`src/rtl/lsm_pkg.sv`:
```
package lsm_pkg;
  typedef enum logic [1:0] {
    K_COPY = 2'd0,
    K_XFER = 2'd1,
    K_ADD  = 2'd2,
    K_SUB  = 2'd3
  } uop_kind_e;

  typedef enum logic [1:0] {
    S_IDLE = 2'd0,
    S_COPY = 2'd1,
    S_XFER = 2'd2,
    S_UPD  = 2'd3
  } seq_state_e;

  localparam int MODE_LSB = 20;
  localparam int RN_LSB   = 16;
  localparam int UPD_OP   = 32'h0240_0000;
endpackage

```
`src/rtl/lsm_popcount.sv`:
```
module lsm_popcount #(
  parameter int W     = 16,
  parameter int CNT_W = $clog2(W + 1)
) (
  input  logic [W-1:0]     vec,
  output logic [CNT_W-1:0] cnt
);
  always_comb begin
    cnt = '0;
    for (int i = 0; i < W; i++) begin
      cnt = cnt + CNT_W'(vec[i]);
    end
  end
endmodule

```
`src/rtl/lsm_pick_lowest.sv`:
```
module lsm_pick_lowest #(
  parameter int W     = 16,
  parameter int IDX_W = $clog2(W)
) (
  input  logic             clk,
  input  logic             rst_n,
  input  logic [W-1:0]     req,
  output logic [W-1:0]     grant,
  output logic [IDX_W-1:0] idx
);
  logic [W:0] clear;

  assign clear[0] = 1'b1;
  for (genvar g = 0; g < W; g++) begin : g_chain
    assign grant[g]   = req[g] & clear[g];
    assign clear[g+1] = clear[g] & ~req[g];
  end

  always_comb begin
    idx = '0;
    for (int i = 0; i < W; i++) begin
      if (grant[i]) idx = IDX_W'(i);
    end
  end

  // one grant at most, and only when something is requested
  p_grant_onehot_r3: assert property (@(posedge clk) disable iff (!rst_n)
    $onehot0(grant) && ((req != '0) == (grant != '0)));
endmodule

```
`src/rtl/lsm_mode_decode.sv`:
```
module lsm_mode_decode #(
  parameter int CNT_W = 5,
  parameter int OFS_W = 7
) (
  input  logic [4:0]       mode,
  input  logic [CNT_W-1:0] cnt,
  output logic             ok,
  output logic [OFS_W-1:0] start_ofs
);
  logic [OFS_W-1:0] span;

  assign span = OFS_W'(cnt) << 2;

  always_comb begin
    unique case (mode)
      5'h01, 5'h03, 5'h08, 5'h09, 5'h0B,
      5'h11, 5'h12, 5'h18, 5'h19: ok = 1'b1;
      default:                    ok = 1'b0;
    endcase
  end

  always_comb begin
    unique case (mode[4:3])
      2'b00:   start_ofs = span - OFS_W'(4);
      2'b01:   start_ofs = '0;
      2'b10:   start_ofs = span;
      default: start_ofs = OFS_W'(4);
    endcase
  end
endmodule

```
`src/rtl/lsm_uop_seq.sv`:
```
module lsm_uop_seq
  import lsm_pkg::*;
#(
  parameter int REGS  = 16,
  parameter int IW    = 32
) (
  input  logic        clk,
  input  logic        rst_n,
  input  logic        in_valid,
  output logic        in_ready,
  input  logic [31:0] in_word,
  output logic        uop_valid,
  input  logic        uop_ready,
  output logic [1:0]  uop_kind,
  output logic [31:0] uop_word,
  output logic [3:0]  uop_reg,
  output logic [6:0]  uop_offset,
  output logic        uop_load,
  output logic        uop_down,
  output logic        uop_last,
  output logic        mode_err
);
  localparam int CNT_W = $clog2(REGS + 1);
  localparam int IDX_W = $clog2(REGS);
  localparam int OFS_W = $clog2(REGS * 4 + 1);

  // reset synchroniser: asynchronous assert, synchronous release
  logic [1:0] rs_q;
  logic       rst_q_n;
  always_ff @(posedge clk or negedge rst_n) begin
    if (!rst_n) rs_q <= 2'b00;
    else        rs_q <= {rs_q[0], 1'b1};
  end
  assign rst_q_n = rs_q[1];

  seq_state_e       st_q, st_d;
  logic [IW-1:0]    word_q, word_d;
  logic [REGS-1:0]  rem_q, rem_d;
  logic [OFS_W-1:0] off_q, off_d;
  logic [CNT_W-1:0] cnt_q, cnt_d;
  logic             err_q, err_d;

  logic [CNT_W-1:0] in_cnt;
  logic             in_ok;
  logic [OFS_W-1:0] in_start;
  logic [REGS-1:0]  grant;
  logic [IDX_W-1:0] pick_idx;
  logic [REGS-1:0]  rem_after;
  logic             accept, fire;
  logic             up_q, wb_q, ld_q;
  logic [3:0]       rn_q;

  lsm_popcount #(.W(REGS), .CNT_W(CNT_W)) u_cnt (
    .vec (in_word[REGS-1:0]),
    .cnt (in_cnt)
  );

  lsm_mode_decode #(.CNT_W(CNT_W), .OFS_W(OFS_W)) u_dec (
    .mode      (in_word[MODE_LSB+4:MODE_LSB]),
    .cnt       (in_cnt),
    .ok        (in_ok),
    .start_ofs (in_start)
  );

  lsm_pick_lowest #(.W(REGS), .IDX_W(IDX_W)) u_pick (
    .clk   (clk),
    .rst_n (rst_q_n),
    .req   (rem_q),
    .grant (grant),
    .idx   (pick_idx)
  );

  assign rem_after = rem_q & ~grant;
  assign up_q      = word_q[MODE_LSB+3];
  assign wb_q      = word_q[MODE_LSB+1];
  assign ld_q      = word_q[MODE_LSB];
  assign rn_q      = word_q[RN_LSB+3:RN_LSB];

  assign in_ready  = (st_q == S_IDLE) && rst_q_n;
  assign accept    = in_valid && in_ready;
  assign uop_valid = (st_q != S_IDLE);
  assign fire      = uop_valid && uop_ready;
  assign mode_err  = err_q;

  // next-state logic
  always_comb begin
    st_d   = st_q;
    word_d = word_q;
    rem_d  = rem_q;
    off_d  = off_q;
    cnt_d  = cnt_q;
    err_d  = 1'b0;
    unique case (st_q)
      S_IDLE: begin
        if (accept) begin
          if (in_ok) begin
            st_d   = S_COPY;
            word_d = in_word;
            rem_d  = in_word[REGS-1:0];
            off_d  = in_start;
            cnt_d  = in_cnt;
          end else begin
            err_d  = 1'b1;
          end
        end
      end
      S_COPY: begin
        if (fire) begin
          if (rem_q != '0) st_d = S_XFER;
          else if (wb_q)   st_d = S_UPD;
          else             st_d = S_IDLE;
        end
      end
      S_XFER: begin
        if (fire) begin
          rem_d = rem_after;
          off_d = up_q ? off_q + OFS_W'(4) : off_q - OFS_W'(4);
          if (rem_after == '0) st_d = wb_q ? S_UPD : S_IDLE;
        end
      end
      default: begin
        if (fire) st_d = S_IDLE;
      end
    endcase
  end

  // state registers with written-out enables
  always_ff @(posedge clk or negedge rst_q_n) begin
    if (!rst_q_n) begin
      st_q  <= S_IDLE;
      err_q <= 1'b0;
    end else begin
      st_q  <= st_d;
      err_q <= err_d;
    end
  end

  always_ff @(posedge clk or negedge rst_q_n) begin
    if (!rst_q_n) begin
      word_q <= '0;
      rem_q  <= '0;
      off_q  <= '0;
      cnt_q  <= '0;
    end else if (accept || fire) begin
      word_q <= word_d;
      rem_q  <= rem_d;
      off_q  <= off_d;
      cnt_q  <= cnt_d;
    end
  end

  // output decode
  always_comb begin
    uop_kind   = K_COPY;
    uop_word   = '0;
    uop_reg    = '0;
    uop_offset = '0;
    uop_load   = 1'b0;
    uop_down   = 1'b0;
    uop_last   = 1'b0;
    unique case (st_q)
      S_COPY: begin
        uop_kind = K_COPY;
        uop_word = {word_q[31:16], 16'h0000};
        uop_last = (rem_q == '0) && !wb_q;
      end
      S_XFER: begin
        uop_kind   = K_XFER;
        uop_reg    = 4'(pick_idx);
        uop_offset = 7'(off_q);
        uop_load   = ld_q;
        uop_down   = !up_q;
        uop_last   = (rem_after == '0) && !wb_q;
      end
      S_UPD: begin
        uop_kind = up_q ? K_ADD : K_SUB;
        uop_word = {word_q[31:28], 28'h0} | 32'(UPD_OP)
                 | (32'(rn_q) << 16) | (32'(rn_q) << 12)
                 | (32'(cnt_q) << 2);
        uop_last = 1'b1;
      end
      default: ;
    endcase
  end

  // held micro-op stays put under backpressure
  p_hold_stable_r10: assert property (@(posedge clk) disable iff (!rst_q_n)
    (uop_valid && !uop_ready) |=> (uop_valid && $stable(uop_kind) && $stable(uop_word)
      && $stable(uop_reg) && $stable(uop_offset) && $stable(uop_last)));

  // no new word taken mid-sequence
  p_ready_idle_r10: assert property (@(posedge clk) disable iff (!rst_q_n)
    uop_valid |-> !in_ready);

  // a sequence ends after its last micro-op is taken
  p_last_ends_r8: assert property (@(posedge clk) disable iff (!rst_q_n)
    (fire && uop_last) |=> !uop_valid);

  // a non-last micro-op taken is followed by another
  p_more_follows_r8: assert property (@(posedge clk) disable iff (!rst_q_n)
    (fire && !uop_last) |=> uop_valid);

  // every sequence begins with the copy
  p_copy_first_r2: assert property (@(posedge clk) disable iff (!rst_q_n)
    (accept && !mode_err && in_ok) |=> (uop_valid && uop_kind == K_COPY));

  // error pulse is one cycle long and emits nothing
  p_err_pulse_r9: assert property (@(posedge clk) disable iff (!rst_q_n)
    mode_err |-> (!uop_valid && in_ready));

  // consecutive transfers step by four
  p_step_r6: assert property (@(posedge clk) disable iff (!rst_q_n)
    (fire && uop_kind == K_XFER && !uop_last && !($past(uop_kind) == K_XFER && 1'b0))
      ##1 (uop_valid && uop_kind == K_XFER)
      |-> (uop_down ? (uop_offset == $past(uop_offset) - 7'd4)
                    : (uop_offset == $past(uop_offset) + 7'd4)));

  // register indices strictly rise through a sequence
  p_ascend_r3: assert property (@(posedge clk) disable iff (!rst_q_n)
    (fire && uop_kind == K_XFER) ##1 (uop_valid && uop_kind == K_XFER)
      |-> (uop_reg > $past(uop_reg)));
endmodule

```
`config.mk`:
```
export PLATFORM = sky130hd
export DESIGN_NAME = lsm_uop_seq
export DESIGN_NICKNAME = d
export VERILOG_FILES = /design/src/rtl/lsm_pkg.sv /design/src/rtl/lsm_popcount.sv /design/src/rtl/lsm_pick_lowest.sv /design/src/rtl/lsm_mode_decode.sv /design/src/rtl/lsm_uop_seq.sv
export SDC_FILE = /design/constraint.sdc
export NUM_CORES = 1
export LEC_CHECK = 0
export BUFFER_PORTS_ARGS = -buffer_cell sky130_fd_sc_hd__buf_2
export CORE_MARGIN = 2
export CORE_UTILIZATION = 49
export DETAILED_ROUTE_END_ITERATION = 12
export PLACE_DENSITY = 0.89
export SYNTH_ARGS = -nofsm -noshare
export SYNTH_HDL_FRONTEND = slang
export SYNTH_SLANG_ARGS = --single-unit
export TNS_END_PERCENT = 30
```
`constraint.sdc`:
```
create_clock -name clk -period 2.75 [get_ports clk]
set_input_delay 0.6875 -clock clk [delete_from_list [all_inputs] [get_ports clk]]
set_output_delay 0.6875 -clock clk [all_outputs]
set_load 0.01 [all_outputs]
```
Word-level counts from Yosys, hierarchy flattened --
Memory sizes are Yosys's and may differ from the RTL's. Cells that the tools add are included.
Storage, ports and cells: register bits 65, bits in latches 0, bits in writable memories 0, ROM bits 32, input bits 36, output and inout port bits 51, word-level logic and storage cells 149, memories 1
Memories:
- (name not given) | depth 32, width 1, read ports 1, clocked after Yosys merged registers in 0, wr ports 0, line lsm_mode_decode.sv:15 | unique case (mode)
Operators by class: add/sub/neg operators 18, $mul 0, div/mod/pow operators 0, $lt $le $gt $ge 0, equality and inequality tests 10, shift operators 0, mux-type cells 45, bitwise operators 49, reductions and logical operators 19
Operator list (number):
- adder 5 x 1 -> 5 bit | 14
- one-hot mux 32 bit (2 select lines) | 1
- 2-to-1 mux 4 bit | 15
- 2-to-1 mux 16 bit | 3
- 2-to-1 mux 7 bit | 5
- logical NOT 16 bit | 2
- bitwise OR 32 x 16 -> 32 bit | 1
- bitwise OR 32 x 20 -> 32 bit | 1
- bitwise OR 32 x 7 -> 32 bit | 1
- one-hot mux 16 bit (2 select lines) | 1
- bitwise AND 1 bit | 29
- one-hot mux 7 bit (3 select lines) | 1
- bitwise AND 16 bit | 1
- 2-to-1 mux 2 bit | 8
- inverter 16 bit | 1
- nonzero test 16 bit | 1
- inverter 1 bit | 15
- one-hot mux 7 bit (2 select lines) | 1
- subtractor 7 x 3 -> 7 bit (second input constant) | 2
- != test 2 bit (second input constant) | 5
- adder 7 x 3 -> 7 bit (second input constant) | 1
- 2-to-1 mux 1 bit | 7
- == test 2 bit (second input constant) | 3
- one-hot mux 2 bit (3 select lines) | 1
- 12 further kinds | 21

Logic depth before layout (Yosys ltp) --
depth after elaboration 22, gate-level depth with buffers 18

Cells and area by module --
From an unflattened synthesis, not the netlist that was laid out.
Unflattened totals: cell total of the unflattened synthesis 406, area, all modules 3898.7 um2
Modules (own cells, without submodules):
- lsm_uop_seq | instances 1, cells each 289, area each 2976.6 um2, sequential area each 1226.2 um2
- lsm_popcount | instances 1, cells each 43, area each 386.6 um2, sequential area each 0.0 um2
- lsm_pick_lowest | instances 1, cells each 49, area each 329.1 um2, sequential area each 0.0 um2
- lsm_mode_decode | instances 1, cells each 25, area each 206.4 um2, sequential area each 0.0 um2

Worst setup path after synthesis --
No wires, ideal clock.
path type input-to-reg, start input port in_word[0], end register off_q[6], setup time 0.111 ns, arrival time 4.682 ns, required time 2.639 ns, setup slack -2.044 ns, cell stages on the path 17, cell sequence ha_1 -> inv_1 -> fa_1 -> inv_1 -> fa_1 -> fa_1 -> inv_1 -> fa_1 -> fa_1 -> inv_1 -> fa_1 -> inv_1 -> ha_1 -> nor2b_1 -> and2_1 -> o211ai_1 -> a222oi_1
Between the ends: cells in the longest elaborated chain, start to end 20
Ends and longest elaborated chain:
- from (decl) | line lsm_uop_seq.sv:11 | input logic [31:0] in_word,
- adder 1 x 1 -> 2 bit | line lsm_popcount.sv:11 | cnt = cnt + CNT_W'(vec[i]);
- adder 5 x 1 -> 5 bit (14 in a row) | line lsm_popcount.sv:11
- net in_cnt[1] | line lsm_uop_seq.sv:43 | logic [CNT_W-1:0] in_cnt;
- subtractor 7 x 3 -> 7 bit | line lsm_mode_decode.sv:24 | 2'b00: start_ofs = span - OFS_W'(4);
- one-hot mux 7 bit (3 select lines) | line lsm_mode_decode.sv:23 | unique case (mode[4:3])
- 2-to-1 mux 7 bit | line lsm_uop_seq.sv:96 | if (in_ok) begin
- 2-to-1 mux 7 bit | line lsm_uop_seq.sv:95 | if (accept) begin
- one-hot mux 7 bit (2 select lines) | line lsm_uop_seq.sv:93 | unique case (st_q)
- to (signal assigned) | line lsm_uop_seq.sv:142 | off_q <= '0;
- to (signal assigned) | line lsm_uop_seq.sv:147 | off_q <= off_d;
- to (decl) | line lsm_uop_seq.sv:39 | logic [OFS_W-1:0] off_q, off_d;
The timed path passes the listed nets, and every way through them passes these cells. The select of a mux whose other input is x is not followed. A chain may end at the register's enable or synchronous reset.

Final worst setup path --
start input port in_word[1], end register off_q[6]
The elaborated chain is that of the path after synthesis.

==> impl_metrics.prom <==
# TYPE chip_impl_metric gauge
chip_impl_metric{name="yosys_warnings",unit=""} 0
chip_impl_metric{name="dp_hpwl",unit="µm"} 7580
chip_impl_metric{name="syn_avg_cell_area",unit="µm²"} 8.82
chip_impl_info{name="type_of_destination_of_the_critical_path",value="flip-flop"} 1
chip_impl_metric{name="post_drt_via_cell_ratio",unit=""} 5.83
chip_impl_metric{name="timing.critical_path.arrival",unit="ns"} 4.84
chip_impl_metric{name="path_max_fanout",unit=""} 2
chip_impl_metric{name="num_vias",unit=""} 3557
chip_impl_metric{name="synth-seq-area-share",unit="%"} 34.0
chip_impl_metric{name="areaGrowthSynthToFinish",unit="%"} 32.5
chip_impl_metric{name="route.final.wire_length",unit="µm"} 11000
chip_impl_info{name="tritoncts",value="built"} 1
chip_impl_metric{name="synth-edff-count",unit=""} 0
chip_impl_metric{name="final_hold_viol_count",unit=""} 0
chip_impl_metric{name="first_global_vias",unit=""} 3424
chip_impl_metric{name="cts-hold-fix-buffers",unit=""} 0
chip_impl_metric{name="cellPowerDensity",unit="mW/mm²"} 1430
chip_impl_metric{name="detailed_place.area",unit="mm²"} 0.00432
chip_impl_info{name="holdCritPathClass",value="input port to async pin"} 1
chip_impl_info{name="crit_slowest_cell",value="fa_1"} 1
chip_impl_info{name="crit_path_cell_trace",value="buf_6, ha_4, inv_2, fa_1, inv_2, fa_1, fa_1, inv_1, fa_1, fa_2, inv_2, fa_2, inv_2, ha_4, nor2b_4, and2_4, o211ai_1, a222oi_1"} 1
chip_impl_metric{name="timing.critical_path.slowest_cell_delay",unit="ns"} 0.52
chip_impl_info{name="grt_setup_unrepaired",value="yes"} 1
chip_impl_metric{name="slew_viol_final",unit=""} 0
chip_impl_metric{name="die-height",unit="µm"} 88.0
chip_impl_metric{name="worst_ir_drop_vdd",unit="µV"} 639
chip_impl_info{name="worst-setup-path-type",value="input port to flip-flop"} 1
chip_impl_metric{name="drt-initial-drc-count",unit=""} 330
chip_impl_metric{name="layout_setup_ws",unit="ns"} -1.89
chip_impl_metric{name="fmaxAchievable",unit="MHz"} 216
chip_impl_metric{name="grt_start_max_net_pins",unit=""} 46
chip_impl_info{name="startpoint_of_the_worst_slack_reg_to_reg_timing_path",value="rem_q[4]"} 1
chip_impl_metric{name="multi_input_comb_area",unit="mm²"} 0.00219
chip_impl_metric{name="synth_largest_type_area_fraction",unit="%"} 34.0
chip_impl_metric{name="setup_viol",unit=""} 13
chip_impl_info{name="dominantRegCellSynth",value="dfrtp_1"} 1
chip_impl_metric{name="globalRouteOverflowTotal",unit=""} 0
chip_impl_metric{name="maxCapViolations",unit=""} 0
chip_impl_metric{name="die_boundary_width",unit="µm"} 88.0
chip_impl_metric{name="start_util",unit="%"} 50.9
chip_impl_info{name="clock-root-buffer",value="clkbuf_8"} 1
chip_impl_metric{name="grt_pass1_wl",unit="µm"} 17100
chip_impl_metric{name="ctsHtreeMaxLevel",unit=""} 2
chip_impl_metric{name="latest_clock_arrival_within_the_worst_skew_pair",unit="ns"} 0.31
chip_impl_info{name="crit_path_start",value="in_word[1]"} 1
chip_impl_metric{name="clock-skew-final",unit="ns"} 0.00812
chip_impl_metric{name="postSynth.asyncResetShare",unit="%"} 100
chip_impl_metric{name="num-fill-cells",unit=""} 511
chip_impl_metric{name="area.sequential",unit="mm²"} 0.00118
chip_impl_metric{name="std_cell_rows",unit=""} 30
chip_impl_metric{name="routabilityCongestion",unit=""} 0.961
chip_impl_info{name="status",value="complete, but fails checks"} 1
chip_impl_metric{name="fin_tns_setup",unit="ns"} -16.08
chip_impl_info{name="failed_checks",value="setup timing"} 1
chip_impl_metric{name="clock-sinks",unit=""} 47
chip_impl_metric{name="cts_inserted_buffers",unit=""} 5
chip_impl_metric{name="total_leakage_power",unit="µW"} 0.00232
chip_impl_metric{name="timing.slew.headroom",unit="%"} 41.0
chip_impl_metric{name="clk_pin_slew_worst_paths",unit="ns"} 0.09
chip_impl_metric{name="synth_seq_cells",unit=""} 47
chip_impl_metric{name="final.min_clock_period",unit="ns"} 4.64
chip_impl_metric{name="post-route-drc-count",unit=""} 0
chip_impl_metric{name="num-nets-final",unit=""} 574
chip_impl_metric{name="diodes",unit=""} 0
chip_impl_metric{name="syn_area",unit="mm²"} 0.00346
chip_impl_metric{name="worstMarginPinSlew",unit="ns"} 0.885
chip_impl_metric{name="layout_worst_path_cycle_share",unit="%"} 169
chip_impl_metric{name="critical_path_buf_inv_count",unit=""} 6
chip_impl_metric{name="syn-instance-count",unit=""} 392
chip_impl_info{name="worst_setup_path_start_kind",value="input port"} 1
chip_impl_metric{name="io-pin-count",unit=""} 87
chip_impl_metric{name="drive_gt1_share",unit="%"} 35.0
chip_impl_metric{name="cts_max_path_buffers",unit=""} 2
chip_impl_metric{name="antenna_found_initial",unit=""} 0
chip_impl_metric{name="fin_area",unit="mm²"} 0.00458
chip_impl_metric{name="placeableCoreArea",unit="mm²"} 0.00679
chip_impl_info{name="cpLargestDelayFamily",value="adder cells"} 1
chip_impl_metric{name="worst-endpoint-required",unit="ns"} 2.95
chip_impl_metric{name="track_usage",unit="%"} 28.9
chip_impl_metric{name="fp.dieArea",unit="mm²"} 0.00774
chip_impl_metric{name="post_synth_num_cell_types",unit=""} 65
chip_impl_info{name="netlist_top_cells_area",value="dfrtp_1 34%, fa_1 6.4%, ha_1 5.1%, mux2_1 4.6%, and2_1 4.0%"} 1
chip_impl_metric{name="placement.io_buffers",unit=""} 77
chip_impl_metric{name="fin_worst_hold_slack",unit="ns"} 0.143
chip_impl_metric{name="routed_wire_length_per_instance",unit="µm"} 18.1
chip_impl_metric{name="postRouteAntennaNets",unit=""} 0
chip_impl_metric{name="detailedRoute.firstPassIterationCount",unit=""} 8
chip_impl_info{name="yosysTopAreaCell",value="dfrtp_1"} 1
chip_impl_metric{name="instances_no_fill",unit=""} 610
chip_impl_metric{name="place_inst",unit=""} 601
## path summary, 6_finish.rpt
kind                       depth (start not counted)  slack [ns]       end
setup / recovery                                  18       -1.89  off_q[6]
hold / removal                                     1        0.14   rs_q[0]
setup reg to reg                                   7           0   st_q[0]
hold reg to reg                                    0        0.37   rs_q[1]
max in group asynchronous                          1        1.90  rem_q[9]
min in group clk                                   0        0.37   rs_q[1]
## layer usage
metal  global-route usage [%]  up-vias  wire [µm]
met5                        0        -          0
met2                     46.8      206       5360
met1                     38.0     1713       4380
li1                         -     1594          -
met4                     13.0        0        405
met3                     5.09       44        866
## cell families (layout without fill, tap and decap cells)
logic type	after synthesis	count (layout)	synth area share, %
AO/OA/AOI/OAI	95	95	18.5
other	2	10	0.217
adder cells (fa/ha/maj)	26	26	11.7
buffers and inverters	63	177	7.93
multiplexers	16	16	5.14
XOR/XNOR	6	6	1.52
AND/OR/NAND/NOR	137	137	20.9
flip-flops	47	47	34.0
## power breakdown
group,internal [µW],leakage [µW],switching [µW]
Combinational,2230,0.00167,2590
Sequential,990,0.000598,221
Clock,272,0.0000514,256
## timing repair
item                       4_1_cts  5_1_grt
resized for setup               24       11
setup buffers                    2        0
setup endpoints to repair       14       15
pin swaps                        9        2
## metrics by stage
stage | worst slack [ns] | utilization (%) | power, µW
after floorplan | -1.99 | - | 3760
after global placement | -2.17 | 63.6 | 5200
after detailed placement | -2.27 | 63.6 | 5390
after CTS | -1.90 | 66.9 | 6320
after global routing | -2.04 | 67.4 | 6990
final | -1.89 | 67.4 | 6560
## sequential cells by signal, indices dropped and copies added (netlist names)
name and cells:
rs_q 2, cnt_q 5, word_q 16, rem_q 16, mode_err 1, off_q 5
st_q 2
## cell usage after synthesis (all sizes together), types with 2 or more instances
cell type / n
dfrtp: 47
nand2: 36
inv: 34
o21ai: 30
nor2: 24
and2: 22
a21oi: 18
clkbuf: 17
ha: 14
mux2: 14
nor2b: 14
buf: 12
nor3: 12
fa: 11
a22o: 9
nor4: 7
nand3: 6
o31ai: 5
a221oi: 4
xnor2: 4
a211oi: 3
or3: 3
or4: 3
a21o: 2
a31oi: 2
and3: 2
conb: 2
mux2i: 2
nand2b: 2
o21bai: 2
o41ai: 2
or2: 2
xor2: 2
## placed cells by master (no fill, tap or decap), types with 3 or more instances in the layout
master	netlist	final
buf_2	3	75
buf_4	9	53
dfrtp_1	47	46
nand2_1	36	35
inv_1	33	27
nor2_1	24	23
and2_1	22	21
a21oi_1	18	17
o21ai_0	20	15
o21ai_1	10	13
mux2_1	14	13
nor2b_1	14	12
ha_1	14	12
nor3_1	11	11
conb_1	2	10
fa_1	11	9
a22o_1	8	8
inv_2	1	7
buf_6	0	7
nand3_1	6	5
clkbuf_8	0	5
o31ai_1	5	4
nor4_1	5	3
a211oi_1	3	3
a221oi_1	4	3
xnor2_1	4	3
## final cells by class
| class | instances | area share, % |
|---|---|---|
| clock buffer | 6 | 1.59 |
| timing repair buffer | 135 | 18.6 |
| sequential | 47 | 25.7 |
| multi-input combinational | 290 | 47.9 |
| clock inverter | 2 | 0.820 |
| tap | 96 | 2.62 |
| inverter | 34 | 2.79 |
(Power assumes the default switching activity.)
